File: src/rtl/async_bank_ctrl.sv
module async_bank_ctrl #(
  parameter int AW = 24,
  parameter int DW = 32,
  parameter int BW = DW / 8,
  parameter int CW = 4
) (
  input  logic          clk,
  input  logic          rst_n,
  input  logic [CW-1:0] cfg_setup,
  input  logic [CW-1:0] cfg_access,
  input  logic [CW-1:0] cfg_hold,
  input  logic          req_valid,
  input  logic          req_write,
  input  logic [AW-1:0] req_addr,
  input  logic [BW-1:0] req_be,
  input  logic [DW-1:0] req_wdata,
  output logic          done,
  output logic [DW-1:0] rdata,
  output logic          mem_sel,
  output logic [AW-1:0] mem_addr,
  output logic [BW-1:0] mem_be,
  output logic          mem_oe,
  output logic          mem_rd,
  output logic          mem_wr,
  output logic [DW-1:0] mem_dout,
  output logic          mem_dout_en,
  input  logic [DW-1:0] mem_din,
  input  logic          mem_ready
);

  typedef enum logic [1:0] {IDLE, SETUP, ACC, HOLD} state_t;

  state_t        st;
  logic [CW-1:0] cnt, acc_q, hold_q;
  logic          wr_q, rdy_m, rdy_s;
  logic [AW-1:0] addr_q;
  logic [BW-1:0] be_q;
  logic [DW-1:0] wd_q;

  wire [CW-1:0] acc_in  = (cfg_access == '0) ? CW'(1) : cfg_access;
  wire          busy    = (st != IDLE);
  wire          last    = (cnt == '0);
  wire          use_rdy = (acc_q > CW'(1));
  wire          acc_end = (st == ACC) && last && (!use_rdy || rdy_s);

  always_ff @(posedge clk or negedge rst_n)
    if (!rst_n) begin
      rdy_m <= 1'b0;
      rdy_s <= 1'b0;
    end else begin
      rdy_m <= mem_ready;
      rdy_s <= rdy_m;
    end

  always_ff @(posedge clk or negedge rst_n)
    if (!rst_n) begin
      st     <= IDLE;
      cnt    <= '0;
      acc_q  <= CW'(1);
      hold_q <= '0;
      wr_q   <= 1'b0;
      addr_q <= '0;
      be_q   <= '0;
      wd_q   <= '0;
      rdata  <= '0;
      done   <= 1'b0;
    end else begin
      done <= 1'b0;
      unique case (st)
        IDLE: if (req_valid) begin
          wr_q   <= req_write;
          addr_q <= req_addr;
          be_q   <= req_be;
          wd_q   <= req_wdata;
          acc_q  <= acc_in;
          hold_q <= cfg_hold;
          if (cfg_setup != '0) begin
            st  <= SETUP;
            cnt <= cfg_setup - 1'b1;
          end else begin
            st  <= ACC;
            cnt <= acc_in - 1'b1;
          end
        end
        SETUP: if (last) begin
          st  <= ACC;
          cnt <= acc_q - 1'b1;
        end else cnt <= cnt - 1'b1;
        ACC: if (!last) cnt <= cnt - 1'b1;
          else if (acc_end) begin
            if (!wr_q) rdata <= mem_din;
            if (hold_q != '0) begin
              st  <= HOLD;
              cnt <= hold_q - 1'b1;
            end else begin
              st   <= IDLE;
              done <= 1'b1;
            end
          end
        HOLD: if (last) begin
          st   <= IDLE;
          done <= 1'b1;
        end else cnt <= cnt - 1'b1;
        default: st <= IDLE;
      endcase
    end

  assign mem_sel     = busy;
  assign mem_addr    = busy ? addr_q : '0;
  assign mem_be      = busy ? be_q : '0;
  assign mem_rd      = (st == ACC) && !wr_q;
  assign mem_oe      = mem_rd;
  assign mem_wr      = (st == ACC) && wr_q;
  assign mem_dout_en = busy && wr_q;
  assign mem_dout    = mem_dout_en ? wd_q : '0;


  done_pulse_chk: assert property (@(posedge clk) disable iff (!rst_n) done |=> !done);

  done_after_sel_chk: assert property (@(posedge clk) disable iff (!rst_n) $fell(mem_sel) |-> done);

  addr_hold_chk: assert property (@(posedge clk) disable iff (!rst_n)
    mem_sel |=> (!mem_sel || ($stable(mem_addr) && $stable(mem_be))));

  wr_drive_chk: assert property (@(posedge clk) disable iff (!rst_n) mem_wr |-> (mem_dout_en && mem_sel));

  strobe_excl_chk: assert property (@(posedge clk) disable iff (!rst_n) !(mem_rd && mem_wr));

  short_acc_chk: assert property (@(posedge clk) disable iff (!rst_n)
    ((mem_rd || mem_wr) && acc_q == CW'(1)) |=> !(mem_rd || mem_wr));

endmodule

File: config.mk
export PLATFORM = sky130hd
export DESIGN_NAME = async_bank_ctrl
export DESIGN_NICKNAME = d
export VERILOG_FILES = /design/src/rtl/async_bank_ctrl.sv
export SDC_FILE = /design/constraint.sdc
export NUM_CORES = 1
export LEC_CHECK = 0
export ABC_AREA = 1
export ABC_CLOCK_PERIOD_IN_PS = 2300
export CAP_MARGIN = 30
export CORE_AREA = 5 5 110 123
export DETAILED_ROUTE_END_ITERATION = 7
export DIE_AREA = 0 0 115 128
export PLACE_DENSITY = 0.89
export SYNTH_ARGS = -nofsm -noshare
export SYNTH_HDL_FRONTEND = slang
export SYNTH_SLANG_ARGS = --single-unit
File: constraint.sdc
create_clock -name clk -period 2.3 [get_ports clk]
set_input_delay 0.345 -clock clk [delete_from_list [all_inputs] [get_ports clk]]
set_output_delay 0.345 -clock clk [all_outputs]
set_load 0.05 [all_outputs]
# Yosys cells after proc, flatten, opt, wreduce, memory -nomap -nowiden
# Cells that the tools add are included.
# classes
add_sub_neg,5
n_lt_le_gt_ge,1
eq_ne,11
muxes,25
bitwise,1
n_reduce_logical,18
# ops
op,n
$mux 4,9
$mux 32,1
$mux 24,1
$sub 4x1->4 const B,5
$pmux 4 s4,1
$mux 2,7
$ne 2x2->1 const B,6
$logic_not 4->1,2
$pmux 2 s4,1
$reduce_and 4->1,2
$reduce_bool 4->1,2
$logic_and 1x1->1,5
$reduce_and 5->1,1
$eq 2x2->1 const B,2
$gt 4x1->1 const B,1
$mux 1,4
$ne 3x2->1 const B,1
$ne 3x3->1 const B,1
$eq 2x1->1 const B,1
$logic_not 1->1,2
$logic_not 2->1,1
$pmux 1 s2,1
$reduce_and 2->1,1
$reduce_bool 2->1,1
other kinds (2),2
# totals
reg_bits,110
input_bits,109
word_cells,73

# Logic depth before layout (Yosys ltp)
# logic_depth
word_depth,7
depth_mapped,11
ltp_nobuf,11

# Worst setup path before layout
# OpenSTA, ideal clock, no wires.
# synth_timing
path_kind,register to output
start,register st[0]
end,output mem_dout[10]
arrival_ps,2319
required_ps,1955
slack_ps,-364
stages_incl_launch_ff,6
path_buffers,1
path_cell_list,dfrtp_1 > nor2_1 > nor2_1 > inv_1 > clkbuf_1 > nor2_1
# synth_via
elab_chain_cells,3
# synth_rtl
item,line,rtl
start: declaration,33,state_t st;
start signal: assignment,57,st <= IDLE;
start signal: assignment,78,st <= SETUP;
start signal: assignment,81,st <= ACC;
$reduce_bool 2->1,41,wire busy = (st != IDLE);
$logic_and 1x1->1,114,assign mem_dout_en = busy && wr_q;
named net mem_dout_en,26,"output logic mem_dout_en,"
$mux 32,115,assign mem_dout = mem_dout_en ? wd_q : '0;
end: declaration,25,"output logic [DW-1:0] mem_dout,"
# The timed path passes the listed nets, and every way through them passes these cells.

# Final worst setup path
# layout_timing
start,register st[1]
end,output mem_dout_en
# layout_via
elab_chain_cells,2
# layout_rtl
item,line
$reduce_bool 2->1,41
$logic_and 1x1->1,114
end: declaration,26
# Every way passes these cells.

==> results.yml <==
synthesis:
  synth_edf_count: 0
  ys_ff_latch: 110
  yosysMostFrequentCell: "nor2_1"
  syn_avg_cell_area_um2: 9.01
  yosysTopAreaCell: "dfrtp_1"
  ys_warn_count: 0
  ys_async_sr_fraction_pct: 100
  syn-instance-count: 565
  synth_ff_type: "dfrtp_1"
  yosysTopAreaCellShare_pct: 53.6
  ys_seq_area_share_pct: 54.1
  synth.distinct_cells: 27
  synth_area_mm2: 0.00509
  synth_area_leaders: "dfrtp_1 (54%), nor2_1 (11%), mux2_4 (8.8%), a21oi_1 (7.1%), inv_1 (6.5%)"
  synth_common_cells: "nor2_1 (145), dfrtp_1 (109), inv_1 (88)"
  synth.net_count: 680
drt:
  met2WireLength_um: 6790
  drc: 0
  wire_per_inst_um: 14.2
  vias: 4294
  met3_length_um: 855
  drtAntennaViolNets: 0
  wirelength_um: 13200
  drt_pre_antenna_iters: 4
  vias_per_cell: 4.62
  dr.max_layer_used: "met4"
  drt_iter0_drc: 176
  drt-met1-wl_um: 5270
global_routing:
  grt_pass1_vias: 4358
  antenna_found_initial: 0
  grt_max_degree: 65
  overflow: 0
  grt_use_total_pct: 18.1
  grt_first_pass_wirelength_um: 21100
timing:
  max_freq_mhz: 457
  rsz0062_at_grt: "false"
  finalSetupViolations: 0
  hold_viol: 0
  drv_slew: 0
  max_slew_margin_pct: 62.8
  clock_skew_ns: 0.00910
  tightest_slew_ns: 0.556
  period_minus_slack_ns: 2.19
  fin_crit_sh_pct: 95.1
layout:
  syn2layout_area_growth_pct: 47.7
  finalNonFillerCells: 930
  n_antenna_cell: 0
  fin_nets: 883
  drive_gt1_share_pct: 17.1
floorplan:
  initial_core_util_pct: 41.5
  ioPinCount: 207
  rows: 43
  die_y_um: 128
  core_mm2: 0.0123
  dieArea_mm2: 0.0147
  die_x_um: 115
critical_path:
  crit_chain: "nor2_2 -> nor2_2 -> clkdlybuf4s50_1"
  crit_arrival_ns: 1.84
  cpMostUsedCell: "nor2_2"
  cp-end-kind: "output pin"
  critPathKind: "reg -> out"
  critPathMaxStageDelay_ns: 0.83
  startpoint_type: "flip-flop"
  cp_slowest_cell: "clkdlybuf4s50_1"
  path_max_fanout: 5
  cp.required_ns: 1.96
placed_design:
  port_buffers: 206
  gp_routability_congestion: 0.869
  dp_cells: 913
  hpwl_um: 10100
clocking:
  postCtsSetupRepairBufs: 0
  htree_levels: 3
  clockBufferDepth: 2
  cts_made_buffers: 9
  clk_pin_slew_ns: 0.07
  cts.sinks: 110
  cts_tree: "done"
  root_buffer: "clkbuf_16"
  worstSkewPairLatency_ns: 0.35
flow_run:
  cap_violations: 0
run_status:
  status: "complete, no violations"
worst_hold_path:
  min_path_type: "reg -> reg"
==> final cells by class <==
class | instances | area [um2]
Multi-Input combinational cell | 339 | 1870
Fill cell | 1029 | 4750
Clock buffer | 10 | 239
Clock inverter | 6 | 61.3
Sequential cell | 110 | 2750
Inverter | 91 | 342
Tap cell | 157 | 196
Timing Repair Buffer | 217 | 2050
==> cells by family (layout without fill, tap and decap cells) <==
family,after synthesis,after routing,share of synthesized area (%)
xor+xnor,3,3,0.516
buf+inv,116,324,9.32
simple gates,212,212,16.6
fa+ha+maj,6,6,1.47
compound gates,86,86,8.65
flops,110,110,54.1
mux,32,32,9.29
==> path summary, 6_finish.rpt <==
check,from,endpoint,slack (ns),depth (start not counted)
worst min register to register,rdy_m$_DFF_PN0_,rdy_s$_DFF_PN0_,0.35,0
worst max-delay path,st[1]$_DFFE_PN0P_,mem_dout_en,0.11,3
max in group asynchronous,rst_n,acc_q[0]$_DFFE_PN1P_,1.13,3
min in group asynchronous,rst_n,wd_q[29]$_DFFE_PN0P_,0.52,2
worst max register to register,acc_q[0]$_DFFE_PN1P_,rdata[4]$_DFFE_PN0P_,0.31,7
worst min-delay path,rdy_m$_DFF_PN0_,rdy_s$_DFF_PN0_,0.35,0
==> layer usage <==
layer	global-route usage (%)	up-vias
met1	21.6	1999
li1	-	2146
met2	30.8	124
met4	7.73	0
met5	0	-
met3	4.77	25
==> sequential cells by signal, summed over array words and instances, names as in the netlist, 2 cells and up <==
| signal | flops |
|---|---|
| addr_q | 24 |
| hold_q | 4 |
| be_q | 4 |
| rdata | 32 |
| cnt | 4 |
| acc_q | 4 |
| st | 2 |
| wd_q | 32 |
==> metrics by stage <==
step	utilization [%]	setup TNS, ns	setup slack (ns)	hold slack (ns)	area (um2)
after global routing	61.3	0	0.0358	0.354	7520
after detailed placement	58.7	0	0.325	0.337	7210
final	61.3	0	0.113	0.351	7520
after global placement	58.7	0	0.350	0.335	7210
after CTS	61.3	0	0.0690	0.353	7520
after floorplan	-	-2.51	-0.0837	0.0494	5090
==> critical path, delay by kind of cell (launching register included) <==
| family | cells | cell delay, ns |
|---|---|---|
| buffers and inverters | 1 | 0.83 |
| DFF | 1 | 0.44 |
| and+or+nand+nor | 2 | 0.24 |
==> what timing repair did <==
action,4_1_cts,5_1_grt
endpoints found under the hold margin,37,0
hold buffers,1,0
gates resized for setup,0,1
endpoints found under the setup margin,0,1
==> cells in the final DEF (no fill, tap or decap), types with 2 or more instances in the layout <==
cell,count
clkinv_2,3
xor2_1,2
nand3_1,15
buf_4,69
nor2_2,2
clkdlybuf4s50_1,141
inv_2,3
dfrtp_1,109
o21ai_0,9
mux2_2,2
inv_1,88
mux2_4,30
nor2_1,143
nor2_4,2
nand2_1,46
buf_12,5
o22ai_1,2
ha_1,6
clkbuf_16,9
a21oi_1,72
Power is not shown: default switching activity piles up to over one toggle a cycle in this logic, so the estimate is an artifact.
